===== config.mk =====
export PLATFORM = sky130hd
export DESIGN_NAME = pwm_timebase
export DESIGN_NICKNAME = d
export VERILOG_FILES = /design/src/rtl/ptb_pkg.sv /design/src/rtl/ptb_cfg_regs.sv /design/src/rtl/ptb_frac_div.sv /design/src/rtl/ptb_count.sv /design/src/rtl/ptb_ctrl.sv /design/src/rtl/pwm_timebase.sv
export SDC_FILE = /design/constraint.sdc
export NUM_CORES = 1
export LEC_CHECK = 0
export ABC_AREA = 1
export BUFFER_PORTS_ARGS = -buffer_cell sky130_fd_sc_hd__buf_4
export CAP_MARGIN = 20
export CORE_MARGIN = 5
export CORE_UTILIZATION = 60
export CTS_CLUSTER_DIAMETER = 80
export DETAILED_ROUTE_END_ITERATION = 6
export PLACE_DENSITY = 0.91
export SKIP_LAST_GASP = 1
export SYNTH_ARGS = -nofsm -noshare
export SYNTH_HDL_FRONTEND = slang
export SYNTH_SLANG_ARGS = --single-unit

===== constraint.sdc =====
create_clock -name clk -period 4.2 [get_ports clk]
set_input_delay 0.42 -clock clk [delete_from_list [all_inputs] [get_ports clk]]
set_output_delay 0.42 -clock clk [all_outputs]
set_load 0.01 [all_outputs]

===== src/rtl/ptb_pkg.sv =====
package ptb_pkg;
    localparam int FRAC_W    = 8;
    localparam int INT_W     = 10;
    localparam int RES_W     = 5;
    localparam int FRAC_LSB  = 0;
    localparam int INT_LSB   = FRAC_LSB + FRAC_W;
    localparam int RES_LSB   = INT_LSB + INT_W;
    localparam int HALT_BIT  = RES_LSB + RES_W;
    localparam int CLR_BIT   = HALT_BIT + 1;
    localparam int SEL_BIT   = CLR_BIT + 1;
    localparam int APPLY_BIT = SEL_BIT + 1;

    typedef enum logic [1:0] {
        ST_CLEARED = 2'd0,
        ST_RUNNING = 2'd1,
        ST_HOLDING = 2'd2
    } tb_state_e;
endpackage


===== src/rtl/ptb_cfg_regs.sv =====
module ptb_cfg_regs
    import ptb_pkg::*;
(
    input  logic              clk,
    input  logic              rst_n,
    input  logic              we,
    input  logic [31:0]       wdata,
    input  logic              apply_now,
    output logic              halt,
    output logic              clr,
    output logic              sel,
    output logic              pending,
    output logic [INT_W-1:0]  stage_int,
    output logic [INT_W-1:0]  act_int,
    output logic [FRAC_W-1:0] act_frac,
    output logic [RES_W-1:0]  act_res
);
    logic [FRAC_W-1:0] stage_frac;
    logic [RES_W-1:0]  stage_res;

    always_ff @(posedge clk or negedge rst_n) begin
        if (!rst_n) begin
            halt       <= 1'b0;
            clr        <= 1'b1;
            sel        <= 1'b0;
            stage_int  <= '0;
            stage_frac <= '0;
            stage_res  <= '0;
        end else if (we) begin
            halt       <= wdata[HALT_BIT];
            clr        <= wdata[CLR_BIT];
            sel        <= wdata[SEL_BIT];
            stage_int  <= wdata[INT_LSB +: INT_W];
            stage_frac <= wdata[FRAC_LSB +: FRAC_W];
            stage_res  <= wdata[RES_LSB +: RES_W];
        end
    end

    always_ff @(posedge clk or negedge rst_n) begin
        if (!rst_n) begin
            pending <= 1'b0;
        end else if (we && wdata[APPLY_BIT]) begin
            pending <= 1'b1;
        end else if (apply_now) begin
            pending <= 1'b0;
        end
    end

    always_ff @(posedge clk or negedge rst_n) begin
        if (!rst_n) begin
            act_int  <= '0;
            act_frac <= '0;
            act_res  <= '0;
        end else if (apply_now) begin
            act_int  <= stage_int;
            act_frac <= stage_frac;
            act_res  <= stage_res;
        end
    end


    act_stable_chk: assert property (@(posedge clk) disable iff (!rst_n)
        !apply_now |=> ($stable(act_res) && $stable(act_int) && $stable(act_frac)));
endmodule


===== src/rtl/ptb_frac_div.sv =====
module ptb_frac_div
    import ptb_pkg::*;
(
    input  logic              clk,
    input  logic              rst_n,
    input  logic              run,
    input  logic              clr,
    input  logic              reload,
    input  logic              src,
    input  logic [INT_W-1:0]  load_int,
    input  logic [FRAC_W-1:0] frac,
    output logic              div_tick
);
    localparam int PL_W = INT_W + 1;

    logic [PL_W-1:0]   tc;
    logic [PL_W-1:0]   plen;
    logic [FRAC_W-1:0] acc;
    logic [FRAC_W:0]   sum;

    function automatic logic [PL_W-1:0] eff(input logic [INT_W-1:0] v);
        eff = (v == '0) ? PL_W'(1) : {1'b0, v};
    endfunction

    assign div_tick = run && src && (tc == plen - PL_W'(1));
    assign sum      = {1'b0, acc} + {1'b0, frac};

    always_ff @(posedge clk or negedge rst_n) begin
        if (!rst_n) begin
            tc   <= '0;
            acc  <= '0;
            plen <= PL_W'(1);
        end else if (clr || reload) begin
            tc   <= '0;
            acc  <= '0;
            plen <= eff(load_int);
        end else if (run && src) begin
            if (div_tick) begin
                tc   <= '0;
                acc  <= sum[FRAC_W-1:0];
                plen <= eff(load_int) + PL_W'(sum[FRAC_W]);
            end else begin
                tc <= tc + PL_W'(1);
            end
        end
    end


    tc_range_chk: assert property (@(posedge clk) disable iff (!rst_n) tc < plen);

    plen_nonzero_chk: assert property (@(posedge clk) disable iff (!rst_n) plen != '0);

    div_hold_chk: assert property (@(posedge clk) disable iff (!rst_n)
        (!run && !clr && !reload) |=> ($stable(tc) && $stable(acc)));
endmodule


===== src/rtl/ptb_count.sv =====
module ptb_count
    import ptb_pkg::*;
#(
    parameter int CNT_W = 20
) (
    input  logic             clk,
    input  logic             rst_n,
    input  logic             clr,
    input  logic             tick,
    input  logic [RES_W-1:0] res,
    output logic [CNT_W-1:0] count,
    output logic             wrap,
    output logic             ovf
);
    localparam logic [RES_W-1:0] RES_CAP = RES_W'(CNT_W);

    logic [RES_W-1:0] res_c;
    logic [CNT_W-1:0] max_v;

    assign res_c = (res > RES_CAP) ? RES_CAP : res;

    always_comb begin
        for (int i = 0; i < CNT_W; i++) begin
            max_v[i] = (i < int'(res_c));
        end
    end

    assign wrap = tick && (count == max_v);

    always_ff @(posedge clk or negedge rst_n) begin
        if (!rst_n) begin
            count <= '0;
            ovf   <= 1'b0;
        end else begin
            ovf <= wrap && !clr;
            if (clr || wrap) begin
                count <= '0;
            end else if (tick) begin
                count <= count + CNT_W'(1);
            end
        end
    end


    ovf_zero_chk: assert property (@(posedge clk) disable iff (!rst_n) ovf |-> (count == '0));

    count_max_chk: assert property (@(posedge clk) disable iff (!rst_n) count <= max_v);

    clr_zero_chk: assert property (@(posedge clk) disable iff (!rst_n) clr |=> (count == '0));
endmodule


===== src/rtl/ptb_ctrl.sv =====
module ptb_ctrl
    import ptb_pkg::*;
(
    input  logic      clk,
    input  logic      rst_n,
    input  logic      clr_cfg,
    input  logic      halt_cfg,
    input  logic      pending,
    input  logic      wrap,
    output tb_state_e state,
    output logic      run,
    output logic      clr_st,
    output logic      apply_now
);
    tb_state_e state_d;

    always_comb begin
        if (clr_cfg) begin
            state_d = ST_CLEARED;
        end else if (halt_cfg) begin
            state_d = ST_HOLDING;
        end else begin
            state_d = ST_RUNNING;
        end
    end

    always_ff @(posedge clk or negedge rst_n) begin
        if (!rst_n) begin
            state <= ST_CLEARED;
        end else begin
            state <= state_d;
        end
    end

    always_comb begin
        run       = 1'b0;
        clr_st    = 1'b0;
        apply_now = 1'b0;
        unique case (state)
            ST_CLEARED: begin
                clr_st    = 1'b1;
                apply_now = pending;
            end
            ST_RUNNING: begin
                run       = 1'b1;
                apply_now = pending && wrap;
            end
            ST_HOLDING: begin
            end
            default: begin
                clr_st = 1'b1;
            end
        endcase
    end


    clear_follow_chk: assert property (@(posedge clk) disable iff (!rst_n)
        clr_cfg |=> (state == ST_CLEARED));

    hold_follow_chk: assert property (@(posedge clk) disable iff (!rst_n)
        (!clr_cfg && halt_cfg) |=> (state == ST_HOLDING));

    clear_apply_chk: assert property (@(posedge clk) disable iff (!rst_n)
        (state == ST_CLEARED && pending) |-> apply_now);
endmodule


===== src/rtl/pwm_timebase.sv =====
module pwm_timebase
    import ptb_pkg::*;
#(
    parameter int CNT_W = 20
) (
    input  logic             clk,
    input  logic             rst_n,
    input  logic             cfg_we,
    input  logic [31:0]      cfg_wdata,
    input  logic             slow_tick,
    input  logic             ref_tick,
    output logic [CNT_W-1:0] count,
    output logic             ovf
);
    logic              halt_cfg, clr_cfg, sel_cfg, pending;
    logic [INT_W-1:0]  stage_int, act_int, load_int;
    logic [FRAC_W-1:0] act_frac;
    logic [RES_W-1:0]  act_res;
    logic              run, clr_st, apply_now, wrap, div_tick, src;
    tb_state_e         state;

    assign src      = sel_cfg ? slow_tick : ref_tick;
    assign load_int = apply_now ? stage_int : act_int;

    ptb_cfg_regs u_cfg (
        .clk(clk), .rst_n(rst_n), .we(cfg_we), .wdata(cfg_wdata),
        .apply_now(apply_now), .halt(halt_cfg), .clr(clr_cfg), .sel(sel_cfg),
        .pending(pending), .stage_int(stage_int), .act_int(act_int),
        .act_frac(act_frac), .act_res(act_res)
    );

    ptb_ctrl u_ctrl (
        .clk(clk), .rst_n(rst_n), .clr_cfg(clr_cfg), .halt_cfg(halt_cfg),
        .pending(pending), .wrap(wrap), .state(state), .run(run),
        .clr_st(clr_st), .apply_now(apply_now)
    );

    ptb_frac_div u_div (
        .clk(clk), .rst_n(rst_n), .run(run), .clr(clr_st), .reload(apply_now),
        .src(src), .load_int(load_int), .frac(act_frac), .div_tick(div_tick)
    );

    ptb_count #(.CNT_W(CNT_W)) u_cnt (
        .clk(clk), .rst_n(rst_n), .clr(clr_st), .tick(div_tick),
        .res(act_res), .count(count), .wrap(wrap), .ovf(ovf)
    );


    hold_chk: assert property (@(posedge clk) disable iff (!rst_n)
        (state == ST_HOLDING) |=> ($stable(count) && !ovf));
endmodule


==> results.ini <==
[finish]
layout.filler_cells = 807
finalNetCount = 897
drive_above_1_share_pct = 14.6
sequential_cell_area_um2 = 2580
post-route-util_pct = 68.9
layout_overhead_on_the_synthesized_area_pct = 11.4
insertedDiodeCount = 0
multi_input_comb_area_um2 = 2940

[synth]
synthFlopType = dfrtp_1
synth-adder-area-share_pct = 3.42
ffs_latches_synth = 103
synth_enable_flop_cells = 0
synth.area.mux_share_pct = 0.742
syn_nets = 847
netlist_top_cells_area = dfrtp_1 (42%), nand2_1 (12%), inv_1 (6.7%)
yosys_warnings = 0
netlist_cell_types = 49
postSynthAreaPerCell_um2 = 7.65
netlist_instances = 794
synth_most_common_cell = nand2_1
async_reset_ff_share_pct = 100
synth_sequential_area_ratio_pct = 42.5
dominant_combinational_cell_family_by_area_after_synthesis = simple AND/OR/NAND/NOR gates
synth.top_cells.by_count = nand2_1 (198), inv_1 (108), dfrtp_1 (101), nor2_1 (66), nand3_1 (61)
synthSimpleGateAreaFrac_pct = 29.6
post-synth-top-area-cell = dfrtp_1
synth.top_cell.area_share_pct = 41.6
synth_compound_area_share_pct = 10.6
synthesis.area_um2 = 6070
synth-xor-area-share_pct = 3.54

[sta]
tightest_slew_ns = 0.858
timing_max_transition_violations_final = 0
timing.clock.skew_ns = 0.0126
period_share_pct = 93.8
maxClockFrequency_ghz = 0.254
setup-violations-final = 0
post-route-worst-setup-slack_ns = 0.260
fin_crit_ns = 3.94
hold_violation_count_in_the_final_report = 0
maxSlewHeadroom_pct = 42.8

[clock_network]
cts_buffer_depth = 2
htreeDepth = 3
cts_tree = built
cts_made_buffers = 9
ctsHoldBuffers = 0
cts.sinks = 103
clk_latency_ns = 0.36
cts_root_buf = clkbuf_8
cts.reportedPaths.clkPinSlew_ns = 0.09

[drt]
via_count = 5319
vias_per_cell = 5.42
initialDrtViolationCount = 342
first_drt_pass_iteration_count = 5
totalWireLength_um = 13200
wire_per_inst_um = 13.4
remaining_drc_errors = 0
route.antenna.remaining_nets = 0

[power_and_ir_drop]
power.static_leakage_nw = 3.30
power_per_cell_area_nw_per_um2 = 453
peakVddDrop_v = 0.000254

[die]
die-height_um = 111
placeableCoreArea_um2 = 9820
floorplan.die.width_um = 111
std_cell_rows = 36
start_util_pct = 61.8
pin_count = 58
floorplan.die_area_um2 = 12200

[grt]
wire_length_of_the_first_global_routing_pass_um = 22500
grt_start_max_net_pins = 71
number_of_global_route_vias_before_repair = 4940
grt_antenna_before_repair = 0
globalRouteOverflowTotal = 0
gr-usage-all-layers_pct = 21.9

[critical_path]
worstSetupPathType = register to register
end_kind = register
crit_arrival_ns = 4.20
required_ns = 4.46
timing.critical_path.from_type = register
crit_path_max_incr_delay_ns = 0.55
cp_common_cell = nand2_1
critical_path.max_fanout = 8
crit_slowest_cell = dfstp_2

[placed_design]
post-place-ws_ns = 0.163
buffer_ports.inserted = 52
dp_hpwl_um = 9650
gp_routability_congestion = 0.919

[min_path]
hold_path_class = input pin to asynchronous set/reset pin

[job]
cap_violations = 0

[outcome]
run_status = finished, final reports clean

## final cells by class
class	instances	share of cell area (%)
repair buffers	62	6.94
clock buffers	11	1.94
clock inverters	4	0.703
well taps	133	2.46
multi-input cells	554	43.5
flip-flops and latches	103	38.1
inverters	114	6.36
## critical path: cells and delay by family, from the launching register on
kind	cells	cell delay (ns)
buffers and inverters	4	0.32
adders and majority gates	3	0.63
and+or+nand+nor	24	2.33
DFF	1	0.55
## metrics by stage
stage	power [mW]	cell area (um2)	hold slack, ns	setup TNS (ns)	cells
after floorplan	2.20	6070	0.124	0	794
after global placement	2.38	6520	0.409	0	962
after detailed placement	2.43	6520	0.411	0	962
after CTS	3.03	6700	0.183	0	977
after global routing	3.30	6760	0.241	-0.132	981
final	3.06	6760	0.168	0	981
## per-layer routing
metal	global-route usage, %	wire [um]	up-vias
li1	-	-	2669
met1	30.0	6020	2454
met2	35.8	6190	169
met3	3.06	750	27
met4	7.14	233	0
met5	0	0	-
## where the power goes
part	total [mW]	switching, mW	internal [mW]
registers	1.31	0.157	1.15
clock network	0.592	0.321	0.271
logic	1.16	0.744	0.418
## timing repair
action                                  in CTS  in global routing
gates resized for setup                      0                 11
buffers inserted                             0                  4
endpoints found under the setup margin       0                  4
## registers in the layout, summed over array words and instances, names as in the netlist, 2 cells and up
signal,flops
u_cfg.act_frac,8
u_cfg.act_int,10
u_cfg.act_res,5
u_cfg.stage_frac,8
u_cfg.stage_int,10
u_cfg.stage_res,5
u_cnt.count,20
u_ctrl.state,2
u_div.acc,8
u_div.plen,11
u_div.tc,11
## cell usage in the layout (no fill, tap or decap), drive strengths merged, types with 2 or more instances in the layout
master / instances
mux2: 4
nor2: 71
o41ai: 3
nand3: 66
dfstp: 2
a21oi: 24
nor3b: 2
clkinv: 2
nand4: 17
o31ai: 3
ha: 15
inv: 114
xnor2: 4
buf: 62
nand3b: 2
xor2: 18
o21a: 4
clkbuf: 11
nor3: 28
nand2: 207
o21ai: 70
dfrtp: 101
nor4: 3
or2: 2
o22ai: 3
## path summary, 6_finish.rpt
check	from	to	slack (ns)	cells past startpoint
max in group asynchronous	rst_n	u_div.plen[0]	3.06	2
min in group clk	cfg_wdata[5]	u_cfg.stage_frac[5]	0.26	3
setup reg to reg	u_div.plen[0]	u_div.plen[8]	0.26	31
hold reg to reg	u_cfg.halt	u_ctrl.state[0]	0.43	1
setup / recovery	u_div.plen[0]	u_div.plen[8]	0.26	31
hold / removal	rst_n	u_cfg.act_frac[6]	0.17	1
## logic make-up (layout without fill, tap and decap cells)
| family | after synthesis | count (layout) |
|---|---|---|
| flip-flops | 103 | 103 |
| AO/OA/AOI/OAI | 113 | 113 |
| XOR/XNOR | 23 | 23 |
| adder cells (fa/ha/maj) | 16 | 16 |
| AND/OR/NAND/NOR | 398 | 398 |
| multiplexers | 4 | 4 |
| buffers and inverters | 137 | 191 |
No activity file was read; power rests on OpenSTA's default activity.
